$ cat src/rtl/pp_neg_pkg.sv
// Package: shared types for the parallel port mode tracker.
// Assumes: two-bit mode encoding is visible to software and must not change.
package pp_neg_pkg;

    typedef enum logic [1:0] {
        MODE_COMPAT = 2'd0,
        MODE_NIBBLE = 2'd1,
        MODE_BYTE   = 2'd2,
        MODE_ECP    = 2'd3
    } pp_mode_e;

    typedef enum logic [2:0] {
        ST_COMPAT,
        ST_NEGO,
        ST_NIBBLE,
        ST_BYTE,
        ST_ECP
    } pp_state_e;

    // Bit positions inside the synchronised control vector
    localparam int CTL_SEL  = 0;
    localparam int CTL_FEED = 1;
    localparam int CTL_STB  = 2;
    localparam int CTL_INIT = 3;
    localparam int CTL_W    = 4;

    // Bit positions inside the edge-watched vector
    localparam int EDG_SEL  = 0;
    localparam int EDG_STB  = 1;
    localparam int EDG_INIT = 2;
    localparam int EDG_W    = 3;

    // Event flag indices
    localparam int FLG_NEG = 0;
    localparam int FLG_DIR = 1;
    localparam int FLG_W   = 2;

endpackage

$ cat src/rtl/pp_sync_bus.sv
// Module: multi-stage synchroniser for a bus of independent asynchronous lines.
// Assumes: each bit is used as an independent level; no bus coherence is
// implied. STAGES must be at least 2. Reset loads RST_VAL into every stage.
module pp_sync_bus #(
    parameter int             W       = 4,
    parameter int             STAGES  = 2,
    parameter logic [W-1:0]   RST_VAL = '0
) (
    input  logic         clk,
    input  logic         rst_n,
    input  logic [W-1:0] d_async,
    output logic [W-1:0] q_sync
);

    logic [W-1:0] chain [STAGES];

    // Shift the asynchronous inputs through the synchroniser stages
    always_ff @(posedge clk) begin
        if (!rst_n) begin
            for (int i = 0; i < STAGES; i++) begin
                chain[i] <= RST_VAL;
            end
        end else begin
            chain[0] <= d_async;
            for (int i = 1; i < STAGES; i++) begin
                chain[i] <= chain[i-1];
            end
        end
    end

    assign q_sync = chain[STAGES-1];

endmodule

$ cat src/rtl/pp_edge_det.sv
// Module: per-bit change detector on already synchronised levels.
// Assumes: inputs are synchronous to clk. A change pulse is one cycle wide
// and lasts for the cycle in which the new level is first visible.
module pp_edge_det #(
    parameter int           W       = 3,
    parameter logic [W-1:0] RST_VAL = '0
) (
    input  logic         clk,
    input  logic         rst_n,
    input  logic [W-1:0] lvl,
    output logic [W-1:0] chg
);

    logic [W-1:0] prev_q;

    // Remember the previous level of every watched line
    always_ff @(posedge clk) begin
        if (!rst_n) prev_q <= RST_VAL;
        else        prev_q <= lvl;
    end

    for (genvar g = 0; g < W; g++) begin : g_bit
        // Flag any difference between the current and previous level
        always_comb chg[g] = lvl[g] ^ prev_q[g];
    end

endmodule

$ cat src/rtl/pp_mode_fsm.sv
// Module: mode state machine. Enters negotiation from compatibility only,
// captures the extensibility byte on the strobe fall, decodes it and tracks
// the ECP direction.
// Assumes: all inputs synchronised; edge inputs are single-cycle pulses.
module pp_mode_fsm
    import pp_neg_pkg::*;
#(
    parameter int                DATA_W      = 8,
    parameter logic [DATA_W-1:0] NIBBLE_CODE = 8'h00,
    parameter logic [DATA_W-1:0] BYTE_CODE   = 8'h01,
    parameter logic [DATA_W-1:0] ECP_CODE    = 8'h10
) (
    input  logic              clk,
    input  logic              rst_n,
    input  logic              sel_lvl,
    input  logic              sel_chg,
    input  logic              feed_lvl,
    input  logic              stb_lvl,
    input  logic              stb_chg,
    input  logic              init_chg,
    input  logic [DATA_W-1:0] data_s,
    output pp_mode_e          mode,
    output logic              negotiating,
    output logic [DATA_W-1:0] ext_byte,
    output logic              rev_dir,
    output logic              neg_start,
    output logic              dir_flip
);

    pp_state_e         state_q, state_d;
    logic [DATA_W-1:0] ext_q, ext_d;
    logic              dir_q, dir_d;
    logic              sel_rise;
    logic              stb_fall;
    pp_state_e         decoded;

    // Qualify the raw change pulses with the new line level
    always_comb begin
        sel_rise = sel_chg & sel_lvl;
        stb_fall = stb_chg & ~stb_lvl;
    end

    // Map the presented extensibility byte to its target state
    always_comb begin
        if (data_s == ECP_CODE)         decoded = ST_ECP;
        else if (data_s == BYTE_CODE)   decoded = ST_BYTE;
        else if (data_s == NIBBLE_CODE) decoded = ST_NIBBLE;
        else                            decoded = ST_COMPAT;
    end

    // Next-state, capture and direction logic
    always_comb begin
        state_d   = state_q;
        ext_d     = ext_q;
        dir_d     = dir_q;
        neg_start = 1'b0;
        dir_flip  = 1'b0;
        case (state_q)
            ST_COMPAT: begin
                if (sel_rise && !feed_lvl) begin
                    state_d   = ST_NEGO;
                    neg_start = 1'b1;
                end
            end
            ST_NEGO: begin
                if (!sel_lvl) begin
                    state_d = ST_COMPAT;
                end else if (stb_fall) begin
                    ext_d   = data_s;
                    state_d = decoded;
                    dir_d   = 1'b0;
                end
            end
            ST_NIBBLE, ST_BYTE: begin
                if (!sel_lvl) state_d = ST_COMPAT;
            end
            ST_ECP: begin
                if (!sel_lvl) begin
                    state_d = ST_COMPAT;
                    dir_d   = 1'b0;
                end else if (init_chg) begin
                    dir_d    = ~dir_q;
                    dir_flip = 1'b1;
                end
            end
            default: begin
                state_d = ST_COMPAT;
                dir_d   = 1'b0;
            end
        endcase
    end

    // State, captured byte and direction registers
    always_ff @(posedge clk) begin
        if (!rst_n) begin
            state_q <= ST_COMPAT;
            ext_q   <= '0;
            dir_q   <= 1'b0;
        end else begin
            state_q <= state_d;
            ext_q   <= ext_d;
            dir_q   <= dir_d;
        end
    end

    // Present the software-visible mode; negotiation reports compatibility
    always_comb begin
        case (state_q)
            ST_NIBBLE: mode = MODE_NIBBLE;
            ST_BYTE:   mode = MODE_BYTE;
            ST_ECP:    mode = MODE_ECP;
            default:   mode = MODE_COMPAT;
        endcase
        negotiating = (state_q == ST_NEGO);
        ext_byte    = ext_q;
        rev_dir     = dir_q;
    end

endmodule

$ cat src/rtl/pp_event_flags.sv
// Module: sticky event flags with write-one-to-clear.
// Assumes: set pulses are single cycle; a set in the same cycle as a clear
// of that flag leaves the flag set.
module pp_event_flags #(
    parameter int N = 2
) (
    input  logic         clk,
    input  logic         rst_n,
    input  logic [N-1:0] set_pulse,
    input  logic         clr_we,
    input  logic [N-1:0] clr_mask,
    output logic [N-1:0] flags
);

    for (genvar g = 0; g < N; g++) begin : g_flag
        logic flag_q;

        // Hold the flag until cleared, letting a new event override the clear
        always_ff @(posedge clk) begin
            if (!rst_n)            flag_q <= 1'b0;
            else if (set_pulse[g]) flag_q <= 1'b1;
            else if (clr_we && clr_mask[g]) flag_q <= 1'b0;
        end

        assign flags[g] = flag_q;
    end

endmodule

$ cat src/rtl/pp_mode_tracker.sv
// Module: top of the parallel port mode negotiation tracker (peripheral side).
// Synchronises host lines, detects edges, runs the mode machine and keeps
// the sticky event flags for software.
// Assumes: host lines are asynchronous to clk; host holds data stable across
// the strobe fall for at least the synchroniser depth.
module pp_mode_tracker
    import pp_neg_pkg::*;
#(
    parameter int                DATA_W      = 8,
    parameter int                SYNC_STAGES = 2,
    parameter logic [DATA_W-1:0] NIBBLE_CODE = 8'h00,
    parameter logic [DATA_W-1:0] BYTE_CODE   = 8'h01,
    parameter logic [DATA_W-1:0] ECP_CODE    = 8'h10
) (
    input  logic              clk,
    input  logic              rst_n,
    input  logic              host_sel_n,
    input  logic              host_feed_n,
    input  logic              host_stb_n,
    input  logic              host_init_n,
    input  logic [DATA_W-1:0] host_data,
    input  logic              clr_we,
    input  logic [1:0]        clr_mask,
    output logic [1:0]        mode_o,
    output logic [DATA_W-1:0] ext_byte_o,
    output logic              negotiating_o,
    output logic              rev_dir_o,
    output logic              neg_evt_flag_o,
    output logic              dir_evt_flag_o
);

    localparam logic [CTL_W-1:0] CTL_IDLE = 4'b1110;
    localparam logic [EDG_W-1:0] EDG_IDLE = 3'b110;

    logic [CTL_W-1:0]  ctl_raw, ctl_s;
    logic [EDG_W-1:0]  edg_lvl, edg_chg;
    logic [DATA_W-1:0] data_s;
    logic [FLG_W-1:0]  flag_set, flag_q;
    pp_mode_e          mode;
    logic              neg_start, dir_flip;

    // Gather host control lines into one vector for synchronisation
    always_comb begin
        ctl_raw           = '0;
        ctl_raw[CTL_SEL]  = host_sel_n;
        ctl_raw[CTL_FEED] = host_feed_n;
        ctl_raw[CTL_STB]  = host_stb_n;
        ctl_raw[CTL_INIT] = host_init_n;
    end

    pp_sync_bus #(
        .W       (CTL_W),
        .STAGES  (SYNC_STAGES),
        .RST_VAL (CTL_IDLE)
    ) u_ctl_sync (
        .clk     (clk),
        .rst_n   (rst_n),
        .d_async (ctl_raw),
        .q_sync  (ctl_s)
    );

    pp_sync_bus #(
        .W       (DATA_W),
        .STAGES  (SYNC_STAGES),
        .RST_VAL ('0)
    ) u_data_sync (
        .clk     (clk),
        .rst_n   (rst_n),
        .d_async (host_data),
        .q_sync  (data_s)
    );

    // Select the lines whose edges matter
    always_comb begin
        edg_lvl           = '0;
        edg_lvl[EDG_SEL]  = ctl_s[CTL_SEL];
        edg_lvl[EDG_STB]  = ctl_s[CTL_STB];
        edg_lvl[EDG_INIT] = ctl_s[CTL_INIT];
    end

    pp_edge_det #(
        .W       (EDG_W),
        .RST_VAL (EDG_IDLE)
    ) u_edge (
        .clk   (clk),
        .rst_n (rst_n),
        .lvl   (edg_lvl),
        .chg   (edg_chg)
    );

    pp_mode_fsm #(
        .DATA_W      (DATA_W),
        .NIBBLE_CODE (NIBBLE_CODE),
        .BYTE_CODE   (BYTE_CODE),
        .ECP_CODE    (ECP_CODE)
    ) u_fsm (
        .clk         (clk),
        .rst_n       (rst_n),
        .sel_lvl     (ctl_s[CTL_SEL]),
        .sel_chg     (edg_chg[EDG_SEL]),
        .feed_lvl    (ctl_s[CTL_FEED]),
        .stb_lvl     (ctl_s[CTL_STB]),
        .stb_chg     (edg_chg[EDG_STB]),
        .init_chg    (edg_chg[EDG_INIT]),
        .data_s      (data_s),
        .mode        (mode),
        .negotiating (negotiating_o),
        .ext_byte    (ext_byte_o),
        .rev_dir     (rev_dir_o),
        .neg_start   (neg_start),
        .dir_flip    (dir_flip)
    );

    // Route the machine's event pulses to their flag slots
    always_comb begin
        flag_set          = '0;
        flag_set[FLG_NEG] = neg_start;
        flag_set[FLG_DIR] = dir_flip;
    end

    pp_event_flags #(
        .N (FLG_W)
    ) u_flags (
        .clk       (clk),
        .rst_n     (rst_n),
        .set_pulse (flag_set),
        .clr_we    (clr_we),
        .clr_mask  (clr_mask),
        .flags     (flag_q)
    );

    // Drive the software-facing outputs
    always_comb begin
        mode_o         = mode;
        neg_evt_flag_o = flag_q[FLG_NEG];
        dir_evt_flag_o = flag_q[FLG_DIR];
    end

endmodule

$ cat config.mk
export PLATFORM = sky130hd
export DESIGN_NAME = pp_mode_tracker
export DESIGN_NICKNAME = d
export VERILOG_FILES = /design/src/rtl/pp_neg_pkg.sv /design/src/rtl/pp_sync_bus.sv /design/src/rtl/pp_edge_det.sv /design/src/rtl/pp_mode_fsm.sv /design/src/rtl/pp_event_flags.sv /design/src/rtl/pp_mode_tracker.sv
export SDC_FILE = /design/constraint.sdc
export NUM_CORES = 1
export LEC_CHECK = 0
export CAP_MARGIN = 20
export CORE_ASPECT_RATIO = 0.8
export CORE_UTILIZATION = 49
export DETAILED_ROUTE_END_ITERATION = 6
export PLACE_DENSITY_LB_ADDON = 0.25
export SYNTH_ARGS = -nofsm -noshare
export SYNTH_HDL_FRONTEND = slang
export SYNTH_SLANG_ARGS = --single-unit
$ cat constraint.sdc
create_clock -name clk -period 1.35 [get_ports clk]
set_input_delay 0.27 -clock clk [delete_from_list [all_inputs] [get_ports clk]]
set_output_delay 0.27 -clock clk [all_outputs]
set_load 0.01 [all_outputs]
==> flow_summary.toml <==
[outcome]
outcome = "finished, violations left"
violations = "negative setup slack"

[flow_run]
cap_viol_max_count = 0

[route]
wl_um = 2695
drt-wirelength-per-cell_um = 12.31
vias_per_cell = 4.977
vias = 1090
ant_nets = 0
first_iter_violations = 29
drcViolationCount = 0
drt-pass1-iter-count = 4

[sta]
hold_viol_final = 0
setup_ws_ns = -0.02508
fmax_mhz = 727.2
drv_slew = 0
setup-violations-final = 1
grt_setup_unrepaired = "yes"
worst_pin_slew_ns = 0.2704
skew_ns = 0.005868
final.min_clock_period_ns = 1.375
final.period_utilization_pct = 101.9
relSlewSlack_pct = 81.83

[worst_hold_path]
hold_path_class = "reg -> reg"
hold_start = "u_ctl_sync.chain[0][2]"
hold_depth = 1
holdPathEnd = "u_ctl_sync.chain[0][6]"

[floorplan]
initial_utilization_pct = 52.68
core_area_sq_um = 2829
die_h_um = 51.33
die_w_um = 63.66
ioPinCount = 31
row_count = 17
die-area_sq_um = 3267

[clock_network]
path_clk_slew_ns = 0.08
root_buffer = "clkbuf_8"
cts_hold_buf = 0
clockBufferDepth = 2
numClockSinks = 41
cts_inserted_buffers = 5
clock_latency_ns = 0.30
htree_num_levels = 2
cts_tree = "yes"

[synthesis]
async_flop_share_pct = 0
yosys.area.top_type = "dfxtp_1"
synthesis.nets = 154
synth_edf_count = 0
ys_warn_count = 0
ys_ff_latch = 41
synth_area_sq_um = 1490
synth_top_area_share_pct = 55.08
syn_avg_cell_area_sq_um = 10.88
synthCells = 137
yosysMostFrequentCell = "dfxtp_1"
ys_types = 33
synthTopCellsByArea = "dfxtp_1, and2_1, mux2i_1"
synth_common_cells = "dfxtp_1, and2_1, nand2b_1, nor2b_1, mux2i_1"
synthFlopType = "dfxtp_1"
synth-seq-area-share_pct = 55.08

[global_route]
grt_pass1_wl_um = 4222
grt_max_degree = 33
grtUsageTotal_pct = 18.01
first_global_vias = 976
grt-ovfl-total = 0
antenna_found_initial = 0

[critical_path]
worstRegToRegCells = 6
cp-start-kind = "flip-flop"
path_buf_inv = 2
reg2reg_to = "u_fsm.state_q[1]"
slowest_stage = "dfxtp_4"
cpPeakStageDelay_ns = 0.39
path_max_fanout = 5
critPathRequiredTime_ns = 1.08
r2r_slack_ns = 0.01
end_kind = "primary output"
criticalPathCategory = "reg -> out"
crit_arrival_ns = 1.11
cp_top_family = "flip-flops"
r2r-start = "u_fsm.state_q[0]"
crit_chain = "buf_4 -> nand2b_4 -> o21ai_1 -> buf_2"

[finish]
finish.utilization_pct = 73.07
final_cell_area_sq_um = 2067
diodes = 0
fillCellCount = 214
area_growth_pct = 38.71
nets = 197
drive_above_1_share_pct = 24.31
instances_no_fill = 219

[placement]
place_area_sq_um = 1874
placed_cells = 208
dp_hpwl_um = 1832
pre_cts_slack_ns = -0.1415
port_buffers = 30
gp_congestion = 0.8425

[power]
peakVddDrop_v = 0.0007326
leakagePower_nw = 0.8920
power.density_nw_per_um2 = 1132
power_mw = 2.340
## cells by family (layout without fill, tap and decap cells)
logic type	after synthesis	after routing	synth area share [%]
buf+inv	9	53	3.357
compound gates	13	13	7.221
mux	8	8	5.374
simple gates	64	64	27.79
flops	41	41	55.08
xor+xnor	2	2	1.176
## state kept, by name, indices dropped and copies added (netlist names)
name / flops
u_fsm.rev_dir: 1
u_data_sync.chain: 16
u_edge.prev_q: 3
u_fsm.ext_byte: 8
u_flags.g_flag.flag_q: 2
u_ctl_sync.chain: 8
u_fsm.state_q: 3
## per-stage QoR
step	TNS, ns	hold slack (ns)
finish	-0.02508	0.4100
global route	-0.8344	0.4360
floorplan	0	0.3430
CTS	0	0.4120
detailed placement	-0.4567	0.3932
global placement	-0.2233	0.3901
## final cells by class
type | instances | area [sq um] | area share (%)
Clock buffer | 6 | 72.57 | 3.511
Multi-Input combinational cell | 87 | 686.9 | 33.23
Inverter | 1 | 3.754 | 0.1816
Tap cell | 38 | 47.55 | 2.300
Timing Repair Buffer | 44 | 384.1 | 18.58
Clock inverter | 2 | 38.79 | 1.877
Sequential cell | 41 | 833.3 | 40.31
## how the worst max path moves through the flow
| stage | startpoint | endpoint | slack (ns) | cells past startpoint |
|---|---|---|---|---|
| finish | u_fsm.state_q[2] | mode_o[1] | -0.03 | 4 |
| global route | u_fsm.state_q[2] | u_fsm.ext_byte[6] | -0.10 | 6 |
| CTS | u_data_sync.chain[0][14] | u_fsm.state_q[0] | 0.001 | 4 |
| detailed placement | u_fsm.state_q[2] | mode_o[1] | -0.14 | 3 |
| global placement | u_fsm.state_q[2] | mode_o[1] | -0.11 | 3 |
| floorplan | u_fsm.state_q[2] | u_fsm.ext_byte[0] | 0.06 | 6 |
## repair_timing
action	CTS	global route
endpoints found under the setup margin	24	13
setup buffers	0	3
pin swaps	0	2
gates resized for setup	30	14
## per-layer routing
| layer | up-vias | track usage [%] | wire length, um |
|---|---|---|---|
| met1 | 489 | 19.53 | 1119 |
| li1 | 541 | - | - |
| met4 | 0 | 13.64 | 165 |
| met5 | - | 0 | 0 |
| met2 | 43 | 29.79 | 1238 |
| met3 | 17 | 5.580 | 172 |
## report_power, final
group	internal, mW	leakage [nW]	switching (mW)	total, mW
registers	1.24	0.339	0.0152	1.25
logic	0.0825	0.498	0.0430	0.125
clock network	0.554	0.0554	0.405	0.960
total	1.88	0.892	0.463	2.34
## cell usage in the layout, fill, tap and decap left out, types with 3 or more instances in the layout
cell type / Yosys / routed
buf_4: 2 / 12
dfxtp_4: 0 / 3
nor2_1: 5 / 4
clkbuf_8: 0 / 5
buf_2: 1 / 3
mux2i_1: 8 / 8
nand2b_1: 10 / 9
clkdlybuf4s50_1: 0 / 16
nor3b_2: 2 / 3
and2_1: 19 / 19
dlygate4sd2_1: 0 / 11
nand2_1: 7 / 7
dfxtp_1: 41 / 37
nor2b_1: 10 / 10
No activity file was read; power rests on OpenSTA's default activity.
